## src/rtl/modesw_pkg.sv

```systemverilog
package modesw_pkg;

  typedef enum logic [1:0] {SEG_HIGH, SEG_LOW, SEG_PAT} seg_kind_e;
  typedef enum logic [2:0] {PAT_J2S, PAT_S2J, PAT_S2D, PAT_ALERT, PAT_ACT_SWD, PAT_J2D} pat_e;

  typedef struct packed {
    seg_kind_e  kind;
    logic [7:0] len;
    pat_e       pat;
  } seg_t;

  localparam int SEG_IDX_W = 3;
  localparam int BIT_IDX_W = 8;
  localparam int CNT_W     = 8;

  localparam logic [2:0] CMD_LINE_RST = 3'd0;
  localparam logic [2:0] CMD_J2S      = 3'd1;
  localparam logic [2:0] CMD_S2J      = 3'd2;
  localparam logic [2:0] CMD_S2D      = 3'd3;
  localparam logic [2:0] CMD_D2S      = 3'd4;
  localparam logic [2:0] CMD_J2D      = 3'd5;
  localparam logic [2:0] CMD_D2J      = 3'd6;

  // Stored patterns, bit 0 leaves the block first.
  localparam logic [15:0]  J2S_CODE   = 16'hE79E;
  localparam logic [15:0]  S2J_CODE   = 16'hE73C;
  localparam logic [15:0]  S2D_CODE   = 16'hE3BC;
  localparam logic [7:0]   ACT_SWD    = 8'h1A;
  localparam logic [31:0]  J2D_CODE   = 32'h33BBBBBA;
  localparam logic [127:0] ALERT_CODE = 128'h19BC0EA2E3DDAFE986852D956209F392;

  function automatic seg_t mk(seg_kind_e k, int n, pat_e p);
    seg_t s;
    s.kind = k;
    s.len  = 8'(n);
    s.pat  = p;
    return s;
  endfunction

  function automatic logic [SEG_IDX_W-1:0] seg_count(logic [2:0] c);
    case (c)
      CMD_LINE_RST: return 3'd2;
      CMD_J2S:      return 3'd4;
      CMD_S2J:      return 3'd3;
      CMD_S2D:      return 3'd2;
      CMD_D2S:      return 3'd6;
      CMD_J2D:      return 3'd2;
      CMD_D2J:      return 3'd3;
      default:      return 3'd0;
    endcase
  endfunction

  function automatic seg_t seg_at(logic [2:0] c, logic [SEG_IDX_W-1:0] i);
    seg_t s;
    s = mk(SEG_LOW, 1, PAT_J2S);
    case (c)
      CMD_LINE_RST: s = (i == 0) ? mk(SEG_HIGH, 56, PAT_J2S) : mk(SEG_LOW, 8, PAT_J2S);
      CMD_J2S: case (i)
        3'd0:    s = mk(SEG_HIGH, 56, PAT_J2S);
        3'd1:    s = mk(SEG_PAT, 16, PAT_J2S);
        3'd2:    s = mk(SEG_HIGH, 56, PAT_J2S);
        default: s = mk(SEG_LOW, 8, PAT_J2S);
      endcase
      CMD_S2J: case (i)
        3'd0:    s = mk(SEG_HIGH, 56, PAT_J2S);
        3'd1:    s = mk(SEG_PAT, 16, PAT_S2J);
        default: s = mk(SEG_HIGH, 8, PAT_J2S);
      endcase
      CMD_S2D: s = (i == 0) ? mk(SEG_HIGH, 56, PAT_J2S) : mk(SEG_PAT, 16, PAT_S2D);
      CMD_D2S: case (i)
        3'd0:    s = mk(SEG_HIGH, 8, PAT_J2S);
        3'd1:    s = mk(SEG_PAT, 128, PAT_ALERT);
        3'd2:    s = mk(SEG_LOW, 4, PAT_J2S);
        3'd3:    s = mk(SEG_PAT, 8, PAT_ACT_SWD);
        3'd4:    s = mk(SEG_HIGH, 68, PAT_J2S);
        default: s = mk(SEG_LOW, 8, PAT_J2S);
      endcase
      CMD_J2D: s = (i == 0) ? mk(SEG_HIGH, 9, PAT_J2S) : mk(SEG_PAT, 31, PAT_J2D);
      CMD_D2J: case (i)
        3'd0:    s = mk(SEG_HIGH, 8, PAT_J2S);
        3'd1:    s = mk(SEG_PAT, 128, PAT_ALERT);
        default: s = mk(SEG_LOW, 24, PAT_J2S);
      endcase
      default: s = mk(SEG_LOW, 1, PAT_J2S);
    endcase
    return s;
  endfunction

  // Total length per command, kept apart from the segment table.
  function automatic logic [CNT_W-1:0] seq_bits(logic [2:0] c);
    case (c)
      CMD_LINE_RST: return 8'd64;
      CMD_J2S:      return 8'd136;
      CMD_S2J:      return 8'd80;
      CMD_S2D:      return 8'd72;
      CMD_D2S:      return 8'd224;
      CMD_J2D:      return 8'd40;
      CMD_D2J:      return 8'd160;
      default:      return 8'd0;
    endcase
  endfunction

  function automatic logic cmd_ok(logic [2:0] c);
    return seg_count(c) != 0;
  endfunction

endpackage

```

## src/rtl/dsg_phase.sv

```systemverilog
module dsg_phase #(
  parameter int HALF_CYC = 2
) (
  input  logic clk,
  input  logic rst_n,
  input  logic run,
  output logic half_end
);
  localparam int CW = (HALF_CYC > 1) ? $clog2(HALF_CYC) : 1;
  localparam logic [CW-1:0] LAST = CW'(HALF_CYC - 1);

  logic [CW-1:0] cnt;

  assign half_end = run && (cnt == LAST);

  always_ff @(posedge clk or negedge rst_n) begin
    if (!rst_n)        cnt <= '0;
    else if (!run)     cnt <= '0;
    else if (half_end) cnt <= '0;
    else               cnt <= cnt + 1'b1;
  end
endmodule

```

## src/rtl/dsg_pattern.sv

```systemverilog
module dsg_pattern
  import modesw_pkg::*;
(
  input  pat_e       sel,
  input  logic [6:0] idx,
  output logic       bit_o
);
  always_comb begin
    case (sel)
      PAT_J2S:     bit_o = J2S_CODE[idx[3:0]];
      PAT_S2J:     bit_o = S2J_CODE[idx[3:0]];
      PAT_S2D:     bit_o = S2D_CODE[idx[3:0]];
      PAT_ALERT:   bit_o = ALERT_CODE[idx];
      PAT_ACT_SWD: bit_o = ACT_SWD[idx[2:0]];
      PAT_J2D:     bit_o = J2D_CODE[idx[4:0]];
      default:     bit_o = 1'b0;
    endcase
  end
endmodule

```

## src/rtl/dsg_seg_table.sv

```systemverilog
module dsg_seg_table
  import modesw_pkg::*;
(
  input  logic [2:0]           cmd_sel,
  input  logic [SEG_IDX_W-1:0] seg_idx,
  input  logic [BIT_IDX_W-1:0] bit_idx,
  output seg_t                 seg,
  output logic                 seg_last,
  output logic                 bit_last
);
  always_comb begin
    seg      = seg_at(cmd_sel, seg_idx);
    bit_last = (bit_idx == seg.len - 8'd1);
    seg_last = (seg_idx == seg_count(cmd_sel) - 3'd1);
  end
endmodule

```

## src/rtl/modesw_gen.sv

```systemverilog
module modesw_gen
  import modesw_pkg::*;
#(
  parameter int HALF_CYC = 2
) (
  input  logic       clk,
  input  logic       rst_n,
  input  logic       start,
  input  logic [2:0] cmd,
  output logic       busy,
  output logic       done,
  output logic       lnk_clk,
  output logic       lnk_dat
);
  logic [2:0]           cmd_q;
  logic [SEG_IDX_W-1:0] seg_idx;
  logic [BIT_IDX_W-1:0] bit_idx;
  logic [CNT_W-1:0]     bit_cnt;
  logic                 phase_hi;

  // Named internal events
  logic accept, half_end, bit_tick, seg_end, seq_end;
  logic seg_last, bit_last, pat_bit, cur_bit;
  seg_t seg;

  assign accept   = start && !busy && cmd_ok(cmd);
  assign bit_tick = busy && half_end && phase_hi;
  assign seg_end  = bit_tick && bit_last;
  assign seq_end  = seg_end && seg_last;

  dsg_phase #(.HALF_CYC(HALF_CYC)) u_phase (
    .clk(clk), .rst_n(rst_n), .run(busy), .half_end(half_end)
  );

  dsg_seg_table u_tab (
    .cmd_sel(cmd_q), .seg_idx(seg_idx), .bit_idx(bit_idx),
    .seg(seg), .seg_last(seg_last), .bit_last(bit_last)
  );

  dsg_pattern u_pat (
    .sel(seg.pat), .idx(bit_idx[6:0]), .bit_o(pat_bit)
  );

  always_comb begin
    case (seg.kind)
      SEG_HIGH: cur_bit = 1'b1;
      SEG_PAT:  cur_bit = pat_bit;
      default:  cur_bit = 1'b0;
    endcase
  end

  assign lnk_clk = busy && phase_hi;
  assign lnk_dat = busy && cur_bit;

  always_ff @(posedge clk or negedge rst_n) begin
    if (!rst_n) begin
      busy     <= 1'b0;
      done     <= 1'b0;
      cmd_q    <= '0;
      seg_idx  <= '0;
      bit_idx  <= '0;
      bit_cnt  <= '0;
      phase_hi <= 1'b0;
    end else begin
      done <= 1'b0;
      if (accept) begin
        busy     <= 1'b1;
        cmd_q    <= cmd;
        seg_idx  <= '0;
        bit_idx  <= '0;
        bit_cnt  <= '0;
        phase_hi <= 1'b0;
      end else if (busy && half_end) begin
        phase_hi <= !phase_hi;
        if (phase_hi) begin
          bit_cnt <= bit_cnt + 1'b1;
          if (seq_end) begin
            busy <= 1'b0;
            done <= 1'b1;
          end else if (seg_end) begin
            seg_idx <= seg_idx + 1'b1;
            bit_idx <= '0;
          end else begin
            bit_idx <= bit_idx + 1'b1;
          end
        end
      end
    end
  end


  clk_hi_stable_chk: assert property (@(posedge clk) disable iff (!rst_n)
    (lnk_clk && $past(lnk_clk)) |-> $stable(lnk_dat));


  done_pulse_chk: assert property (@(posedge clk) disable iff (!rst_n)
    done |-> (!busy ##1 !done));


  busy_fall_chk: assert property (@(posedge clk) disable iff (!rst_n)
    $fell(busy) |-> done);


  busy_start_chk: assert property (@(posedge clk) disable iff (!rst_n)
    (busy && start) |=> (cmd_q == $past(cmd_q)));


  bad_cmd_chk: assert property (@(posedge clk) disable iff (!rst_n)
    (!busy && start && cmd == 3'd7) |=> !busy);


  bit_total_chk: assert property (@(posedge clk) disable iff (!rst_n)
    seq_end |-> (bit_cnt + 8'd1 == seq_bits(cmd_q)));
endmodule

```

## config.mk

```make
export PLATFORM = sky130hd
export DESIGN_NAME = modesw_gen
export DESIGN_NICKNAME = d
export VERILOG_FILES = /design/src/rtl/modesw_pkg.sv /design/src/rtl/dsg_phase.sv /design/src/rtl/dsg_pattern.sv /design/src/rtl/dsg_seg_table.sv /design/src/rtl/modesw_gen.sv
export SDC_FILE = /design/constraint.sdc
export NUM_CORES = 1
export LEC_CHECK = 0
export ABC_AREA = 1
export BUFFER_PORTS_ARGS = -buffer_cell sky130_fd_sc_hd__buf_2
export CAP_MARGIN = 20
export CORE_MARGIN = 5
export CORE_UTILIZATION = 45
export CTS_BUF_LIST = sky130_fd_sc_hd__clkbuf_16
export DETAILED_ROUTE_END_ITERATION = 8
export SYNTH_ARGS = -nofsm -noshare
export SYNTH_HDL_FRONTEND = slang
export SYNTH_HIERARCHICAL = 1
export SYNTH_SLANG_ARGS = --single-unit
```

## constraint.sdc

```tcl
create_clock -name clk -period 3.05 [get_ports clk]
set_input_delay 0.4575 -clock clk [delete_from_list [all_inputs] [get_ports clk]]
set_output_delay 0.4575 -clock clk [all_outputs]
set_load 0.05 [all_outputs]
```

# After elaboration in Yosys (flattened, before gate mapping)
# Memory sizes are Yosys's and may differ from the RTL's.
# Cells that the tools add are included.
[word_totals]
latch_bits = 0
out_inout_bits = 4
mem_count = 6
register_bits = 18
romBits = 216
elab_cells = 116
mem_bits_rw = 0
in_bits = 6
[mem_list]
columns = ["memory", "words", "width", "rd", "rd_ports_with_merged_regs", "wr", "line_no", "rtl"]
rows = [
  ["(no name shown)", 128, 1, 1, 0, 0, "dsg_pattern.sv:13", "PAT_ALERT: bit_o = ALERT_CODE[idx];"],
  ["(no name shown)", 32, 1, 1, 0, 0, "dsg_pattern.sv:15", "PAT_J2D: bit_o = J2D_CODE[idx[4:0]];"],
  ["(no name shown)", 16, 1, 1, 0, 0, "dsg_pattern.sv:11", "PAT_S2J: bit_o = S2J_CODE[idx[3:0]];"],
  ["(no name shown)", 16, 1, 1, 0, 0, "dsg_pattern.sv:12", "PAT_S2D: bit_o = S2D_CODE[idx[3:0]];"],
  ["(no name shown)", 16, 1, 1, 0, 0, "dsg_pattern.sv:10", "PAT_J2S: bit_o = J2S_CODE[idx[3:0]];"],
  ["(no name shown)", 8, 1, 1, 0, 0, "dsg_pattern.sv:14", "PAT_ACT_SWD: bit_o = ACT_SWD[idx[2:0]];"],
]
[classes]
shift = 0
multipliers = 0
n_mux = 40
addsub = 5
n_eq_ne = 25
reduce_logical = 29
bitwise_logic = 0
n_lt_le_gt_ge = 4
div = 0
[op_table]
columns = ["operator", "count"]
rows = [
  ["13-bit one-hot mux with 7 select lines", 1],
  ["13-bit one-hot mux with 2 select lines", 3],
  ["13-bit one-hot mux with 5 select lines", 1],
  ["8-bit two-way mux", 5],
  ["3-bit == test, second input constant", 9],
  ["13-bit two-way mux", 2],
  ["3-bit by 2-bit == test with 1-bit output, second input constant", 8],
  ["3-bit one-hot mux with 4 select lines", 2],
  ["1-bit two-way mux", 18],
  ["3-bit two-way mux", 5],
  ["3-bit by 1-bit == test with 1-bit output, second input constant", 4],
  ["3-bit logical NOT", 4],
  ["12-bit two-way mux", 1],
  ["1-bit logical AND", 9],
  ["8-bit by 1-bit adder with 8-bit output, second input constant", 1],
  ["8-bit == test", 1],
  ["7-bit by 8-bit less-than comparator with 1-bit output, second input constant", 1],
  ["2-bit nonzero test", 4],
  ["8-bit by 1-bit subtractor with 8-bit output, second input constant", 1],
  ["5-bit by 6-bit less-than comparator with 1-bit output, second input constant", 1],
  ["1-bit one-hot mux with 6 select lines", 1],
  ["3-bit AND reduction", 2],
  ["2-bit OR reduction", 3],
  ["3-bit OR reduction", 2],
  ["other kinds (13)", 14],
]

# Logic depth before layout (Yosys ltp)
# Gate-level depths: netlist of the first run.
[logic_depth]
ltp_word = 12
ltp_mapped = 23
mapped_depth_nobuf = 23

# Modules after synthesis
# Netlist of the first run, hierarchy kept.
[by_module_without_submodules]
columns = ["module", "n_inst", "cells_each", "area_per_inst_um2"]
rows = [
  ["modesw_gen", 1, 116, 934.6],
  ["dsg_seg_table", 1, 121, 604.3],
  ["dsg_pattern", 1, 109, 550.5],
  ["dsg_phase", 1, 5, 42.5],
]

# Least setup slack after synthesis of the first run
# Ideal clock, no wire load.
[synth_timing]
path_type = "reg2out"
from = "register seg_idx[0]"
to = "output port lnk_dat"
n_path_buf = 0
required_ps = 2592
slack_ps = -36
arrival_ps = 2628
stages_incl_launch_ff = 16
cell_sequence = "dfrtp_1 -> nor2_1 -> nand2_1 -> nand2_2 -> inv_1 -> a21oi_1 -> nand2_1 -> or2_2 -> a211o_1 -> nand3_1 -> nor2_1 -> a21oi_1 -> inv_1 -> nand2_1 -> nand2_1 -> nor2_1"
[synth_rtl]
columns = ["item", "line_no", "rtl"]
rows = [
  ["start: declaration", "modesw_gen.sv:16", "logic [SEG_IDX_W-1:0] seg_idx;"],
  ["start signal: assignment", "modesw_gen.sv:81", "seg_idx <= seg_idx + 1'b1;"],
  ["end: declaration", "modesw_gen.sv:13", "output logic lnk_dat"],
]

==> flow_summary.toml, run 1 <==
[drt]
via_per_inst = 5.17
drt-initial-drc-count = 118
detail_route.drc_violations = 0
detail_route.first_pass.iterations = 4
routed_wl_mm = 5.25
wl_per_cell_um = 12.3
vias = 2208
detail-route-antenna-nets = 0

[clock_tree]
clockBufferDepth = 2
ctsRootBufferMaster = "clkbuf_16"
cts_inserted_buffers = 3
tritoncts = "done"
clkLatencyLatePin_ns = 0.25
number_of_clock_sinks_seen_by_cts = 18
cts-htree-levels = 1
cts.reportedPaths.clkPinSlew_ns = 0.05

[global_routing]
grt.met1_usage_pct = 23.3
globalRouteMet3Util_pct = 2.04
antenna_found_initial = 0
grt_util_all_layers_pct = 17.4
grt-busiest-layer = "met2"
largest_net_degree_at_the_start_of_global_routing = 19
vias_in_the_first_global_route = 2036
overflow = 0
grt_pass1_wl_mm = 8.94
grt_use_met2_pct = 29.4

[power]
p_sw_share_pct = 54.7
power.share.clock_pct = 9.0
power.share.sequential_pct = 16.4
internal-power_mw = 1.29
net-switching-power_mw = 1.56
power_density_mw_per_mm2 = 1170
total_leakage_power_nw = 1.36
combPwrFrac_pct = 74.6
highest_ir_drop_seen_on_vdd_mv = 0.666

[setup_path]
critPathCaptureType = "primary output"
setup.reg_to_reg.worst_slack_ns = 0.60
critical_path.cell_chain = "nor2_2 > nand2_2 > nand2_2 > inv_1 > a21oi_2 > nand2_2 > or2_4 > a211o_1 > nand3_1 > nor2_1 > a21oi_1 > inv_1 > nand2_1 > nand2_1 > nor2_2 > buf_6"
timing_worst_setup_path_type = "reg -> out"
startpoint_of_the_most_critical_register_to_register_path = "seg_idx[0]$_DFFE_PN0P_"
crit_path_top_delay_cell = "dfrtp_1"
worst-endpoint-arrival_ns = 2.40
timing.critical_path.slowest_cell_delay_ns = 0.41
cp.required_ns = 2.59
cp_max_fo = 4
start_kind = "register"
timing.critical_path.from = "seg_idx[0]$_DFFE_PN0P_"
crit_top_cell = "nand2_2"

[layout]
multiInputGateArea_mm2 = 0.00145
ff_latch_area_um2 = 454
final_util_pct = 52.1
layoutNonFillerInstCount = 427
finalNetCount = 392
drive_above_1_share_pct = 18.8
antenna-diode-count = 0
layout.cells.most_common_list = "111 x nand2_1, 47 x inv_1, 33 x nand3_1, 29 x nor2_1, 17 x buf_4"
mostFrequentLayoutCell = "nand2_1"
filler_cell_count = 467
layout-area-overhead-vs-synth_pct = 14.3

[floorplanning]
area_of_the_core_mm2 = 0.00466
initial_utilization_pct = 45.6
core.rowCount = 25
die-height_um = 78.7
num_io_pins = 10
dieArea_mm2 = 0.00620
chipWidth_um = 78.7

[synthesis]
synth_fp_nets = 366
syn_area_per_cell_um2 = 6.09
post_synthesis_cell_count = 349
yosys_warnings = 6
post_synth_instance_area_mm2 = 0.00212

[job]
max_cap_viol_count = 0

[placed_design]
portBuffers = 9
dpl.hpwl_mm = 4.07
gp_congestion = 0.899
place_inst = 418

[timing]
final_hold_viol_count = 0
least_margin_pin_slew_ns = 0.434
period_minus_slack_ns = 2.86
post_route_hold_slack_ns = 0.131
max_fclk_mhz = 350
fin_skew_ns = 0.00343
finalSetupViolations = 0
slew_viol_final = 0
max_slew_headroom_at_the_worst_pin_pct = 70.9
min_period_over_period_pct = 93.6

[hold_path]
hp-class = "in -> async"

[status]
run_status = "finished, final reports clean"
-- metrics by stage --
step | instance area [um2] | setup WS (ns) | setup TNS [ns] | power, mW
6_report | 2430 | 0.195 | 0 | 2.85
5_1_grt | 2430 | -0.00104 | -0.00104 | 3.17
4_1_cts | 2360 | 0.00474 | 0 | 2.76
2_1_floorplan | 2130 | 0.181 | 0 | 2.05
3_3_place_gp | 2280 | 0.261 | 0 | 2.48
3_5_place_dp | 2280 | 0.215 | 0 | 2.47
-- repair_timing --
action                                  in CTS  in global routing
gates resized for setup                      1                 11
hold buffers                                 0                  0
gates cloned                                 0                  0
buffers inserted                             0                  6
endpoints found under the setup margin       1                  1
pin swaps                                    0                  3
-- worst max-delay path, delay by kind of cell, from the launching register on --
kind | cells | cell delay (ns)
AND/OR/NAND/NOR | 10 | 0.98
AO/OA/AOI/OAI | 3 | 0.48
buffers and inverters | 3 | 0.28
flip-flops | 1 | 0.41
-- layout make-up --
cell class,instances,share of cell area [%]
Timing Repair Buffer,26,7.37
Sequential cell,18,18.7
Tap cell,54,2.78
Multi-Input combinational cell,273,59.8
Clock buffer,3,3.09
Inverter,53,8.29
-- flip-flops by register name (all words and copies together) (netlist names) --
register     flops
done             1
busy             1
cmd_q            3
u_phase/cnt      1
seg_idx          3
bit_idx          8
phase_hi         1
-- power groups by stage --
| stage | sequential, mW | clock (mW) | combinational, mW |
|---|---|---|---|
| 6_report | 0.467 | 0.257 | 2.12 |
| 4_1_cts | 0.469 | 0.264 | 2.02 |
| 5_1_grt | 0.482 | 0.280 | 2.41 |
| 3_5_place_dp | 0.473 | 0 | 2.00 |
| 2_1_floorplan | 0.480 | 0 | 1.57 |
| 3_3_place_gp | 0.472 | 0 | 2.00 |
-- worst paths after layout --
path,to,cells past startpoint
worst max register to register,bit_idx[2]$_DFFE_PN0P_,20
worst min-delay path,bit_idx[3]$_DFFE_PN0P_,1
min in group clk,cmd_q[0]$_DFFE_PN0N_,3
max in group asynchronous,seg_idx[2]$_DFFE_PN0P_,1
worst max-delay path,lnk_dat,16
worst min register to register,u_phase/cnt$_DFF_PN0_,1
-- routing by layer --
| layer | vias up | wire, um |
|---|---|---|
| li1 | 1167 | - |
| met1 | 980 | 2540 |
| met2 | 53 | 2440 |
| met3 | 8 | 192 |
| met4 | 0 | 74 |
| met5 | - | 0 |
No activity file was read; power rests on OpenSTA's default activity.
==> run 2, diff against run 1 <==
--- a/config.mk
+++ b/config.mk
@@ -12,6 +12,7 @@
 export CORE_UTILIZATION = 45
 export CTS_BUF_LIST = sky130_fd_sc_hd__clkbuf_16
 export DETAILED_ROUTE_END_ITERATION = 8
+export PLACE_DENSITY = 0.58
 export SYNTH_ARGS = -nofsm -noshare
 export SYNTH_HDL_FRONTEND = slang
 export SYNTH_HIERARCHICAL = 1
==> run 2 against run 1 <==
Flip-flop and latch count unchanged. Setup slack got worse by 0.028 ns. Clock-buffer cell count unchanged. Largest power group unchanged. Sequential share of layout area increased by 0.074 points. Clock power about the same. Non-clock buffer count decreased by 1. Total power increased by 0.48%. Die area unchanged. Via count decreased by 0.77%. Highest routed layer unchanged. Worst hold slack improved by 0.0019 ns. Combinational power about the same. Sequential power increased by 5.1%.
==> flow_summary.toml, run 2 (synthesis gave the netlist of run 1 again) <==
[timing]
min_period_over_period_pct = 94.5
fin_skew_ns = 0.00458
period_minus_slack_ns = 2.88
final_hold_viol_count = 0
max_fclk_mhz = 347
post_route_hold_slack_ns = 0.133
finalWorstSetupSlack_ns = 0.167
setup-tns-final_ns = 0
finalSetupViolations = 0
least_margin_pin_slew_ns = 0.552
slew_viol_final = 0
max_slew_headroom_at_the_worst_pin_pct = 63.0

[floorplanning]
chipWidth_um = 78.7
dieArea_mm2 = 0.00620
initial_utilization_pct = 45.6
core.rowCount = 25
area_of_the_core_mm2 = 0.00466
die-height_um = 78.7
num_io_pins = 10

[setup_path]
crit_path_top_delay_cell = "dfrtp_2"
critical_path.top_delay_family = "simple AND/OR/NAND/NOR gates"
critPathCaptureType = "primary output"
timing.critical_path.slowest_cell_delay_ns = 0.45
cp.required_ns = 2.59
critical_path.cell_chain = "nor2_4 > nand2_1 > buf_4 > nand2_1 > nand2_1 > or2_4 > a211o_1 > nand3_1 > nor2_1 > a21oi_1 > inv_1 > nand2_1 > nand2_1 > nor2_2 > buf_6"
start_kind = "register"
setup.reg_to_reg.worst_slack_ns = 0.56
critical_path.reg2reg.endpoint = "bit_idx[2]$_DFFE_PN0P_"
crit_top_cell = "nand2_1"
worst-endpoint-arrival_ns = 2.43
timing.critical_path.from = "seg_idx[0]$_DFFE_PN0P_"
timing_worst_setup_path_type = "reg -> out"
r2r_cells = 19
cp_num_cells = 15
cp_max_fo = 6
startpoint_of_the_most_critical_register_to_register_path = "seg_idx[2]$_DFFE_PN0P_"
cp.buffers_inverters = 3

[layout]
mostFrequentLayoutCell = "nand2_1"
final_util_pct = 52.2
multiInputGateArea_mm2 = 0.00146
layout-area-overhead-vs-synth_pct = 14.5
antenna-diode-count = 0
registers.top_by_ff_count = "bit_idx"
layout.cell_area.non_filler_mm2 = 0.00243
layout.cells.most_common_list = "112 x nand2_1, 47 x inv_1, 33 x nand3_1, 28 x nor2_1, 16 x buf_4"
largest_register_ffs = 8
biggest_registers_after_layout = "bit_idx (8), cmd_q (3), seg_idx (3)"
ff_latch_area_um2 = 457
finalNetCount = 391
drive_above_1_share_pct = 19.0
filler_cell_count = 462

[global_routing]
grt_util_all_layers_pct = 17.2
antenna_found_initial = 0
vias_in_the_first_global_route = 1964
overflow = 0
grt_pass1_wl_mm = 8.85
largest_net_degree_at_the_start_of_global_routing = 19

[power]
power.share.clock_pct = 9.0
p_sw_share_pct = 54.7
power_density_mw_per_mm2 = 1180
internal-power_mw = 1.30
highest_ir_drop_seen_on_vdd_mv = 0.524
power.share.sequential_pct = 17.2
total_leakage_power_nw = 1.35
combPwrFrac_pct = 73.8
net-switching-power_mw = 1.57

[drt]
via_per_inst = 5.13
drt-initial-drc-count = 199
detail_route.first_pass.iterations = 4
routed_wl_mm = 5.19
detail-route-antenna-nets = 0
detail_route.drc_violations = 0
vias = 2191
wl_per_cell_um = 12.1

[clock_tree]
clockBufferDepth = 2
cts_inserted_buffers = 3
clkLatencyLatePin_ns = 0.25
post_cts_hold_buffer_count = 0
cts.reportedPaths.clkPinSlew_ns = 0.05
tritoncts = "done"
number_of_clock_sinks_seen_by_cts = 18
ctsRootBufferMaster = "clkbuf_16"
cts-htree-levels = 1

[placed_design]
portBuffers = 9
post_dp_cell_area_mm2 = 0.00228
preCtsSetupSlack_ns = 0.148
dpl.hpwl_mm = 4.08
gp_congestion = 0.875

[hold_path]
hp-class = "in -> async"

[job]
max_cap_viol_count = 0

[status]
run_status = "finished, final reports clean"
[run 2: what timing repair did]
| action | CTS | global route |
|---|---|---|
| buffers inserted | 1 | 4 |
| gates resized for setup | 3 | 12 |
| endpoints found under the setup margin | 1 | 1 |
| pin swaps | 1 | 5 |
[run 2: through the flow]
stage | instances | power [mW]
after floorplan | 349 | 2.05
after global placement | 418 | 2.48
after detailed placement | 418 | 2.47
after CTS | 423 | 2.79
after global routing | 427 | 3.17
final | 427 | 2.86
[run 2: how the worst max path moves through the flow]
stage	end	slack (ns)
5_1_grt	lnk_dat	-0.02
3_3_place_gp	lnk_dat	0.24
4_1_cts	lnk_dat	0.01
6_report	lnk_dat	0.17
2_1_floorplan	lnk_dat	0.18
3_5_place_dp	lnk_dat	0.15
[run 2: cell type report]
type                    instances  share of cell area [%]
clock inverters                 1                   0.154
repair buffers                 25                    7.05
inverters                      53                    8.28
clock buffers                   3                    3.09
multi-input cells             273                    59.9
well taps                      54                    2.78
flip-flops and latches         18                    18.8
[run 2: per-layer routing]
| layer | vias to the layer above | share of wire [%] | routed length (um) | track usage (%) |
|---|---|---|---|---|
| li1 | 1165 | - | - | - |
| met1 | 994 | 50 | 2580 | 24.3 |
| met2 | 28 | 47 | 2410 | 29.1 |
| met3 | 4 | 2.9 | 148 | 1.02 |
| met4 | 0 | 0.79 | 41 | 3.15 |
| met5 | - | 0 | 0 | 0 |
[run 2: power by group through the flow]
stage	sequential, mW	combinational [mW]	clock, mW
after detailed placement	0.483	1.99	0
after global routing	0.512	2.38	0.276
after global placement	0.481	2.00	0
after floorplan	0.480	1.57	0
final	0.491	2.11	0.259
after CTS	0.481	2.04	0.264
[run 2: worst register-to-register path: stages, from the launching register on]
cell	delay, ns
dfrtp_2	0.45
inv_1	0.18
nand2_1	0.09
nor2_1	0.21
nand2_1	0.10
nand3_2	0.08
nor2_2	0.03
nand2_1	0.09
nand2_1	0.06
nand2_1	0.05
nand2_1	0.05
inv_1	0.06
nand3_1	0.08
nor2_1	0.16
nand2_1	0.10
nor2_4	0.13
nand2_4	0.11
nand2_8	0.14
o21bai_1	0.06
and2_1	0.13
